<file path="config.mk">
export PLATFORM = sky130hd
export DESIGN_NAME = fsa_status_acc
export DESIGN_NICKNAME = d
export VERILOG_FILES = /design/src/rtl/fsa_pkg.sv /design/src/rtl/fsa_cc_gen.sv /design/src/rtl/fsa_accrue.sv /design/src/rtl/fsa_trap_cmp.sv /design/src/rtl/fsa_status_acc.sv
export SDC_FILE = /design/constraint.sdc
export NUM_CORES = 1
export LEC_CHECK = 0
export ABC_AREA = 0
export CORE_UTILIZATION = 33
export DETAILED_ROUTE_END_ITERATION = 8
export GPL_ROUTABILITY_DRIVEN = 0
export PLACE_DENSITY = 0.87
export SYNTH_ARGS = -nofsm -noshare
export SYNTH_HDL_FRONTEND = slang
export SYNTH_SLANG_ARGS = --single-unit
</file>
<file path="constraint.sdc">
create_clock -name clk -period 1.19 [get_ports clk]
set_input_delay 0.238 -clock clk [delete_from_list [all_inputs] [get_ports clk]]
set_output_delay 0.238 -clock clk [all_outputs]
set_load 0.1 [all_outputs]
</file>
<file path="src/rtl/fsa_pkg.sv">
package fsa_pkg;
  localparam int STAT_W = 32;
  localparam int EXC_W  = 8;
  localparam int CLS_W  = 3;
  localparam int ACC_W  = 5;

  localparam int CC_NEG = 27;
  localparam int CC_ZER = 26;
  localparam int CC_INF = 25;
  localparam int CC_NAN = 24;
  localparam int CC_LO  = CC_NAN;
  localparam int CC_HI  = CC_NEG;

  localparam int EXC_LO = 8;
  localparam int EXC_HI = EXC_LO + EXC_W - 1;
  localparam int ACC_LO = 3;
  localparam int ACC_HI = ACC_LO + ACC_W - 1;

  // positions inside the exception byte
  localparam int X_UNORD = 7;
  localparam int X_SNAN  = 6;
  localparam int X_OPERR = 5;
  localparam int X_OVFL  = 4;
  localparam int X_UNFL  = 3;
  localparam int X_DZ    = 2;
  localparam int X_INEXR = 1;
  localparam int X_INEXI = 0;

  // positions inside the accrued field
  localparam int A_INV  = 4;
  localparam int A_OVFL = 3;
  localparam int A_UNFL = 2;
  localparam int A_DZ   = 1;
  localparam int A_INEX = 0;

  typedef enum logic [CLS_W-1:0] {
    CLS_NUM  = 3'd0,
    CLS_ZERO = 3'd1,
    CLS_INF  = 3'd2,
    CLS_QNAN = 3'd3,
    CLS_SNAN = 3'd4
  } res_class_e;

  typedef struct packed {
    logic neg;
    logic zer;
    logic inf;
    logic nan;
  } cc_t;
endpackage

</file>
<file path="src/rtl/fsa_cc_gen.sv">
module fsa_cc_gen
  import fsa_pkg::*;
(
  input  logic             sign_i,
  input  logic [CLS_W-1:0] class_i,
  input  logic [EXC_W-1:0] exc_i,
  output cc_t              cc_o,
  output logic [EXC_W-1:0] exc_o
);
  logic is_snan;

  always_comb begin
    cc_o     = '0;
    cc_o.neg = sign_i;
    is_snan  = 1'b0;
    case (class_i)
      CLS_ZERO: cc_o.zer = 1'b1;
      CLS_INF:  cc_o.inf = 1'b1;
      CLS_QNAN: cc_o.nan = 1'b1;
      CLS_SNAN: begin
        cc_o.nan = 1'b1;
        is_snan  = 1'b1;
      end
      default:  ;
    endcase
    exc_o = exc_i;
    exc_o[X_SNAN] = exc_i[X_SNAN] | is_snan;
  end

  // class flags never overlap
  always_comb begin
    p_cc_onehot_r3: assert ($onehot0({cc_o.zer, cc_o.inf, cc_o.nan}))
      else $error("class flags overlap");
  end
endmodule

</file>
<file path="src/rtl/fsa_accrue.sv">
module fsa_accrue
  import fsa_pkg::*;
(
  input  logic [EXC_W-1:0] exc_i,
  input  logic [ACC_W-1:0] acc_old_i,
  output logic [ACC_W-1:0] acc_new_o
);
  logic [ACC_W-1:0] raise;

  always_comb begin
    raise         = '0;
    raise[A_INV]  = exc_i[X_UNORD] | exc_i[X_SNAN] | exc_i[X_OPERR];
    raise[A_OVFL] = exc_i[X_OVFL];
    raise[A_UNFL] = exc_i[X_UNFL] & exc_i[X_INEXR];
    raise[A_DZ]   = exc_i[X_DZ];
    raise[A_INEX] = exc_i[X_INEXR] | exc_i[X_INEXI] | exc_i[X_OVFL];
  end

  genvar g;
  generate
    for (g = 0; g < ACC_W; g++) begin : g_sticky
      assign acc_new_o[g] = acc_old_i[g] | raise[g];
    end
  endgenerate

  // underflow accrues only with inexact result
  always_comb begin
    p_unfl_needs_inex_r7: assert (!(acc_new_o[A_UNFL] && !acc_old_i[A_UNFL])
                                  || (exc_i[X_UNFL] && exc_i[X_INEXR]))
      else $error("underflow accrued without inexact");
  end
endmodule

</file>
<file path="src/rtl/fsa_trap_cmp.sv">
module fsa_trap_cmp
  import fsa_pkg::*;
(
  input  logic [EXC_W-1:0] exc_i,
  input  logic [EXC_W-1:0] en_i,
  output logic             hit_o
);
  assign hit_o = |(exc_i & en_i);
endmodule

</file>
<file path="src/rtl/fsa_status_acc.sv">
module fsa_status_acc
  import fsa_pkg::*;
(
  input  logic              clk,
  input  logic              rst_n,
  input  logic              upd_valid,
  output logic              upd_ready,
  input  logic              upd_sign,
  input  logic [CLS_W-1:0]  upd_class,
  input  logic [EXC_W-1:0]  upd_exc,
  input  logic [STAT_W-1:0] ctl_word,
  input  logic              wr_en,
  input  logic [STAT_W-1:0] wr_data,
  output logic [STAT_W-1:0] status_o,
  output logic              trap_o
);
  logic [STAT_W-1:0] status_q, status_upd;
  logic              trap_q, take, hit;
  cc_t               cc_new;
  logic [EXC_W-1:0]  exc_new;
  logic [ACC_W-1:0]  acc_new;

  assign upd_ready = ~wr_en;
  assign take      = upd_valid & upd_ready;

  fsa_cc_gen u_cc (
    .sign_i (upd_sign),
    .class_i(upd_class),
    .exc_i  (upd_exc),
    .cc_o   (cc_new),
    .exc_o  (exc_new)
  );

  fsa_accrue u_acc (
    .exc_i    (exc_new),
    .acc_old_i(status_q[ACC_HI:ACC_LO]),
    .acc_new_o(acc_new)
  );

  fsa_trap_cmp u_trap (
    .exc_i(exc_new),
    .en_i (ctl_word[EXC_HI:EXC_LO]),
    .hit_o(hit)
  );

  always_comb begin
    status_upd                 = status_q;
    status_upd[CC_HI:CC_LO]    = cc_new;
    status_upd[EXC_HI:EXC_LO]  = exc_new;
    status_upd[ACC_HI:ACC_LO]  = acc_new;
  end

  always_ff @(posedge clk) begin
    if (!rst_n) begin
      status_q <= '0;
      trap_q   <= 1'b0;
    end else if (wr_en) begin
      status_q <= wr_data;
      trap_q   <= 1'b0;
    end else if (take) begin
      status_q <= status_upd;
      trap_q   <= hit;
    end else begin
      trap_q   <= 1'b0;
    end
  end

  assign status_o = status_q;
  assign trap_o   = trap_q;

  p_write_loads_r10: assert property (@(posedge clk) disable iff (!rst_n)
    wr_en |=> status_o == $past(wr_data))
    else $error("write not loaded");

  p_hold_idle_r12: assert property (@(posedge clk) disable iff (!rst_n)
    (!wr_en && !upd_valid) |=> ($stable(status_o) && !trap_o))
    else $error("status moved while idle");

  p_sticky_r9: assert property (@(posedge clk) disable iff (!rst_n)
    !wr_en |=> ((status_o[ACC_HI:ACC_LO] & $past(status_o[ACC_HI:ACC_LO]))
                == $past(status_o[ACC_HI:ACC_LO])))
    else $error("accrued bit lost");

  p_trap_cause_r11: assert property (@(posedge clk) disable iff (!rst_n)
    !(upd_valid && !wr_en) |=> !trap_o)
    else $error("trap without accepted update");

  p_neg_follows_sign_r2: assert property (@(posedge clk) disable iff (!rst_n)
    (upd_valid && !wr_en) |=> status_o[CC_NEG] == $past(upd_sign))
    else $error("negative flag wrong");
endmodule

</file>
### Word level (Yosys, flattened, before mapping)

Index checks and enable logic that the tools add are counted.

| word-level totals | value |
|---|---|
| register bits | 33 |
| input port bits | 80 |
| output and inout port bits | 34 |
| word-level logic and storage cells | 33 |

| operators by class | value |
|---|---|
| eq/ne operators | 4 |
| multiplexer cells | 6 |
| bitwise logic cells | 16 |
| reduce and logical (&&, ||, !) cells | 4 |

Operator list:

| operator | number |
|---|---|
| two-way mux 32 bit | 1 |
| two-way mux 28 bit | 1 |
| OR 1 bit | 10 |
| bitwise AND 8 bit | 1 |
| OR reduction 8 bit | 1 |
| == test 3 x 2 -> 1 bit, second input constant | 2 |
| two-way mux 1 bit | 4 |
| == test 3 x 1 -> 1 bit, second input constant | 1 |
| == test 3 bit, second input constant | 1 |
| inverter 1 bit | 3 |
| OR reduction 3 bit | 1 |
| bitwise AND 1 bit | 2 |
| nonzero test 2 bit | 1 |
| OR reduction 2 bit | 1 |

### Longest topological paths before layout

| depth | value |
|---|---|
| word-level depth | 8 |
| depth in mapped cells | 6 |

### Hierarchy

Synthesis repeated with hierarchy kept, for this count alone.

| second synthesis, totals | value |
|---|---|
| cell total of the unflattened synthesis | 151 |
| area, all modules | 1537.7 um^2 |

Modules (own cells, without submodules):

| module | instances | cells an instance | area each (um^2) | sequential area each (um^2) |
|---|---|---|---|---|
| fsa_status_acc | 1 | 127 | 1357.6 | 660.6 |
| fsa_cc_gen | 1 | 14 | 107.6 | 0.0 |
| fsa_accrue | 1 | 5 | 36.3 | 0.0 |
| fsa_trap_cmp | 1 | 5 | 36.3 | 0.0 |

### Worst setup path after synthesis

No wires, ideal clock.

| timing | value |
|---|---|
| path type | register to register |
| start point | register status_q[7], in the netlist status_o[7] |
| end point | register status_q[7], in the netlist status_o[7] |
| setup time | 123 ps |
| arrival time | 1432 ps |
| slack | -365 ps |
| stages on the path, launching flop included | 4 |
| cell sequence | dfxtp_1 -> or4_1 -> nor3_2 -> nor3_1 |

| on the way | value |
|---|---|
| cells in the longest elaborated chain, start to end | 3 |

RTL lines:

| item | RTL line | RTL |
|---|---|---|
| from (decl) | fsa_status_acc.sv:17 | `logic [STAT_W-1:0] status_q, status_upd;` |
| from (signal assigned) | fsa_status_acc.sv:58 | `status_q <= wr_data;` |
| from (signal assigned) | fsa_status_acc.sv:61 | `status_q <= status_upd;` |
| OR 1 bit | fsa_accrue.sv:22 | `assign acc_new_o[g] = acc_old_i[g] \| raise[g];` |
| two-way mux 28 bit | fsa_status_acc.sv:60 | `end else if (take) begin` |
| two-way mux 32 bit | fsa_status_acc.sv:57 | `end else if (wr_en) begin` |

Every way passes these cells. The select of a mux whose other input is x is not followed.
A chain may end at the register's enable or synchronous reset.

### Final worst setup path

| timing | value |
|---|---|
| start point | input upd_class[0] |
| end point | register trap_q, in the netlist trap_o |

| on the way | value |
|---|---|
| cells in the longest elaborated chain, start to end | 5 |

RTL lines:

| item | RTL line | RTL |
|---|---|---|
| from (decl) | fsa_status_acc.sv:9 | `input logic [CLS_W-1:0] upd_class,` |
| == test 3 bit | fsa_cc_gen.sv:16 | `case (class_i)` |
| two-way mux 1 bit | fsa_cc_gen.sv:16 |  |
| OR 1 bit | fsa_cc_gen.sv:27 | `exc_o[X_SNAN] = exc_i[X_SNAN] \| is_snan;` |
| bitwise AND 8 bit | fsa_trap_cmp.sv:8 | `assign hit_o = \|(exc_i & en_i);` |
| OR reduction 8 bit | fsa_trap_cmp.sv:8 |  |
| to (signal assigned) | fsa_status_acc.sv:62 | `trap_q <= hit;` |
| to (decl) | fsa_status_acc.sv:18 | `logic trap_q, take, hit;` |

Every way passes these cells.

==> results.txt <==
Post-synth top area cell -> dfxtp_1
Hold worst-path end -> status_o[7]
Port Buffers -> 89
Main flop type after synthesis -> dfxtp_1
Initial antenna violation count -> 0
Starting Density -> 0.349
Post-Synthesis Cells -> 143
Max-cap violation count -> 0
Final period util -> 1.03
Fin. max-slew vios -> 0
Clock root cell -> clkbuf_8
Synth area leaders -> dfxtp_1 46%, mux2i_1 16%, nor2b_1 7.9%, o211a_1 4.2%, o21ai_0 4.2%
Cell chain of the critical path -> clkdlybuf4s50_1 -> nor3b_2 -> buf_4 -> o21ai_0 -> a31oi_1
Core ar. -> 0.00409 mm2
Crit-path max cell delay -> 0.54 ns
Final Util -> 0.746
H-Tree Level Count -> 2
Worst path arrival time -> 1.37 ns
Layout cells sized above 1 -> 0.412
Worst Path Max Fanout -> 4
Routed vias/inst -> 5.00
Sequential share of the synthesized area -> 0.463
Async SR Flop Fraction -> 0
Die Ht -> 67.8 um
Clock Latency Late Sink -> 0.29 ns
Static leakage -> 1.32 nW
VDD IR max -> 0.000779 V
Pwr per Cell Area -> 1130 mW/mm2
Remaining DRCs -> 0
R2R cell count -> 3
Worst reg2reg path endpoint -> status_o[7]
Endpoints failing setup -> 1
Reg-to-Reg Start -> status_o[7]
Max stage delay cell, worst path -> clkdlybuf4s50_1
Total grt overflow -> 0
Min Tclk post-route -> 1.22 ns
Clock buffer depth -> 2
Final Hold Fails -> 0
Synth warn -> 0
Post-synth top area share -> 0.463
Worst clock skew -> 0 ns
Hold_sp -> upd_exc[7]
Setup tns final -> -0.0304 ns
Number of flops mapped to enable cells by yosys -> 0
CTS Sinks -> 33
Clock Pin Slew Worst Setup and Hold Paths -> 0.06 ns
Detail Route Antenna Nets -> 0
First-pass GRT wire length -> 7.04 mm
Max-slew headroom -> 0.720
Pin count of the biggest net entering global routing -> 24
CTS tree -> done
Vias -> 1,500
Layout area overhead -> 113%
Post-Syn Area -> 0.00143 mm2
CP Capture Type -> flip-flop
Yosys cell types -> 25
Pwr Total -> 3.45 mW
Num CTS Buffers -> 5
#FFs+latches synth -> 33
Most frequent cell after synthesis -> dfxtp_1
Syn Area/Cell -> 9.98 um2
# rows -> 23
Dpl hpwl -> 3.59 mm
Wire length per cell -> 16.1 um
# diodes -> 0
Die Area -> 0.00459 mm2
Critical path launch point type -> input pin
Overall Global Routing Usage -> 0.213
DRT Wirelength -> 4.84 mm
RSZ-0062 raised after global routing -> true
Critical Path RT -> 1.34 ns
Hold WC Path Type -> in -> reg
Worst setup margin -> -0.0304 ns
Hold_buf cts -> 0
Initial drt markers -> 34
Syn Nets -> 223
Synth top cells by count -> 33 x dfxtp_1, 23 x mux2i_1, 18 x nor2b_1
CP Class -> in -> reg
Total Nets Final -> 329
Die W -> 67.8 um
Reg2Reg Setup Slack -> 0 ns
Fmax -> 0.819 GHz
Worst-Margin Slew -> 0.419 ns
Boundary Pins -> 114
Status -> finished with violations
Vias in the first global route -> 1,498
Cell depth of the worst min-delay path -> 4
Failing checks -> negative setup slack
First-pass DRT Iterations -> 4
power breakdown:
part / total, mW / switching, mW / internal (mW)
clock network: 0.810 / 0.406 / 0.405
logic: 1.37 / 0.763 / 0.606
registers: 1.27 / 0.0781 / 1.19
total: 3.45 / 1.25 / 2.20
cells in the final DEF (no fill, tap or decap), types with 5 or more instances in the layout:
cell type / n
mux2i_1: 23
buf_4: 18
clkdlybuf4s50_1: 51
o211a_1: 6
nand2_1: 8
buf_12: 36
a21oi_1: 10
o21ai_0: 11
nor2b_1: 18
clkbuf_8: 5
dfxtp_2: 31
final cells by class:
type	instances	area [um2]
repair buffers	110	1440
fillers	269	1040
multi-input cells	98	752
flip-flops and latches	33	703
clock buffers	6	72.6
well taps	50	62.6
clock inverters	2	10.0
inverters	1	3.75
worst max-delay path: cells and delay by family:
kind	cells	cell delay [ns]
simple gates	1	0.07
compound gates	2	0.36
buf+inv	2	0.69
routing by layer:
metal  vias to the layer above  GRT usage  wire length, um
met4                         0     0.0938              128
li1                        727          -                -
met1                       702      0.218             1840
met5                         -          0                0
met2                        58      0.391             2590
met3                        13     0.0693              278
sequential cells by signal, summed over array words and instances (netlist names):
signal / count
trap_o: 1
status_o: 32
metrics by stage:
step                      cell area [um2]  hold WS [ns]  worst slack [ns]  std cells
after floorplan                      1470         0.376            -0.144        143
after global placement               2870         0.523            -0.312        290
after detailed placement             2870         0.538            -0.387        290
after CTS                            3000         0.508           0.00351        299
after global routing                 3050         0.425           -0.0732        300
final                                3050         0.386           -0.0304        300
kinds of logic after synthesis:
group                  synth area share
multiplexers                      0.161
buffers and inverters            0.0421
AND/OR/NAND/NOR                   0.160
flip-flops                        0.463
AO/OA/AOI/OAI                     0.174
timing repair:
action	CTS	global route
setup buffers	0	1
gates cloned	1	0
resized for setup	8	10
endpoints found under the setup margin	14	4
pin swaps	0	2
how the worst max path moves through the flow:
stage / startpoint / to / depth (start not counted)
2_1_floorplan: status_o[7] / status_o[7] / 3
3_3_place_gp: wr_en / status_o[7] / 4
3_5_place_dp: wr_en / status_o[17] / 4
4_1_cts: upd_exc[1] / trap_o / 3
5_1_grt: upd_class[0] / trap_o / 5
6_report: upd_class[0] / trap_o / 5
Power figures use the tool's default switching activity.
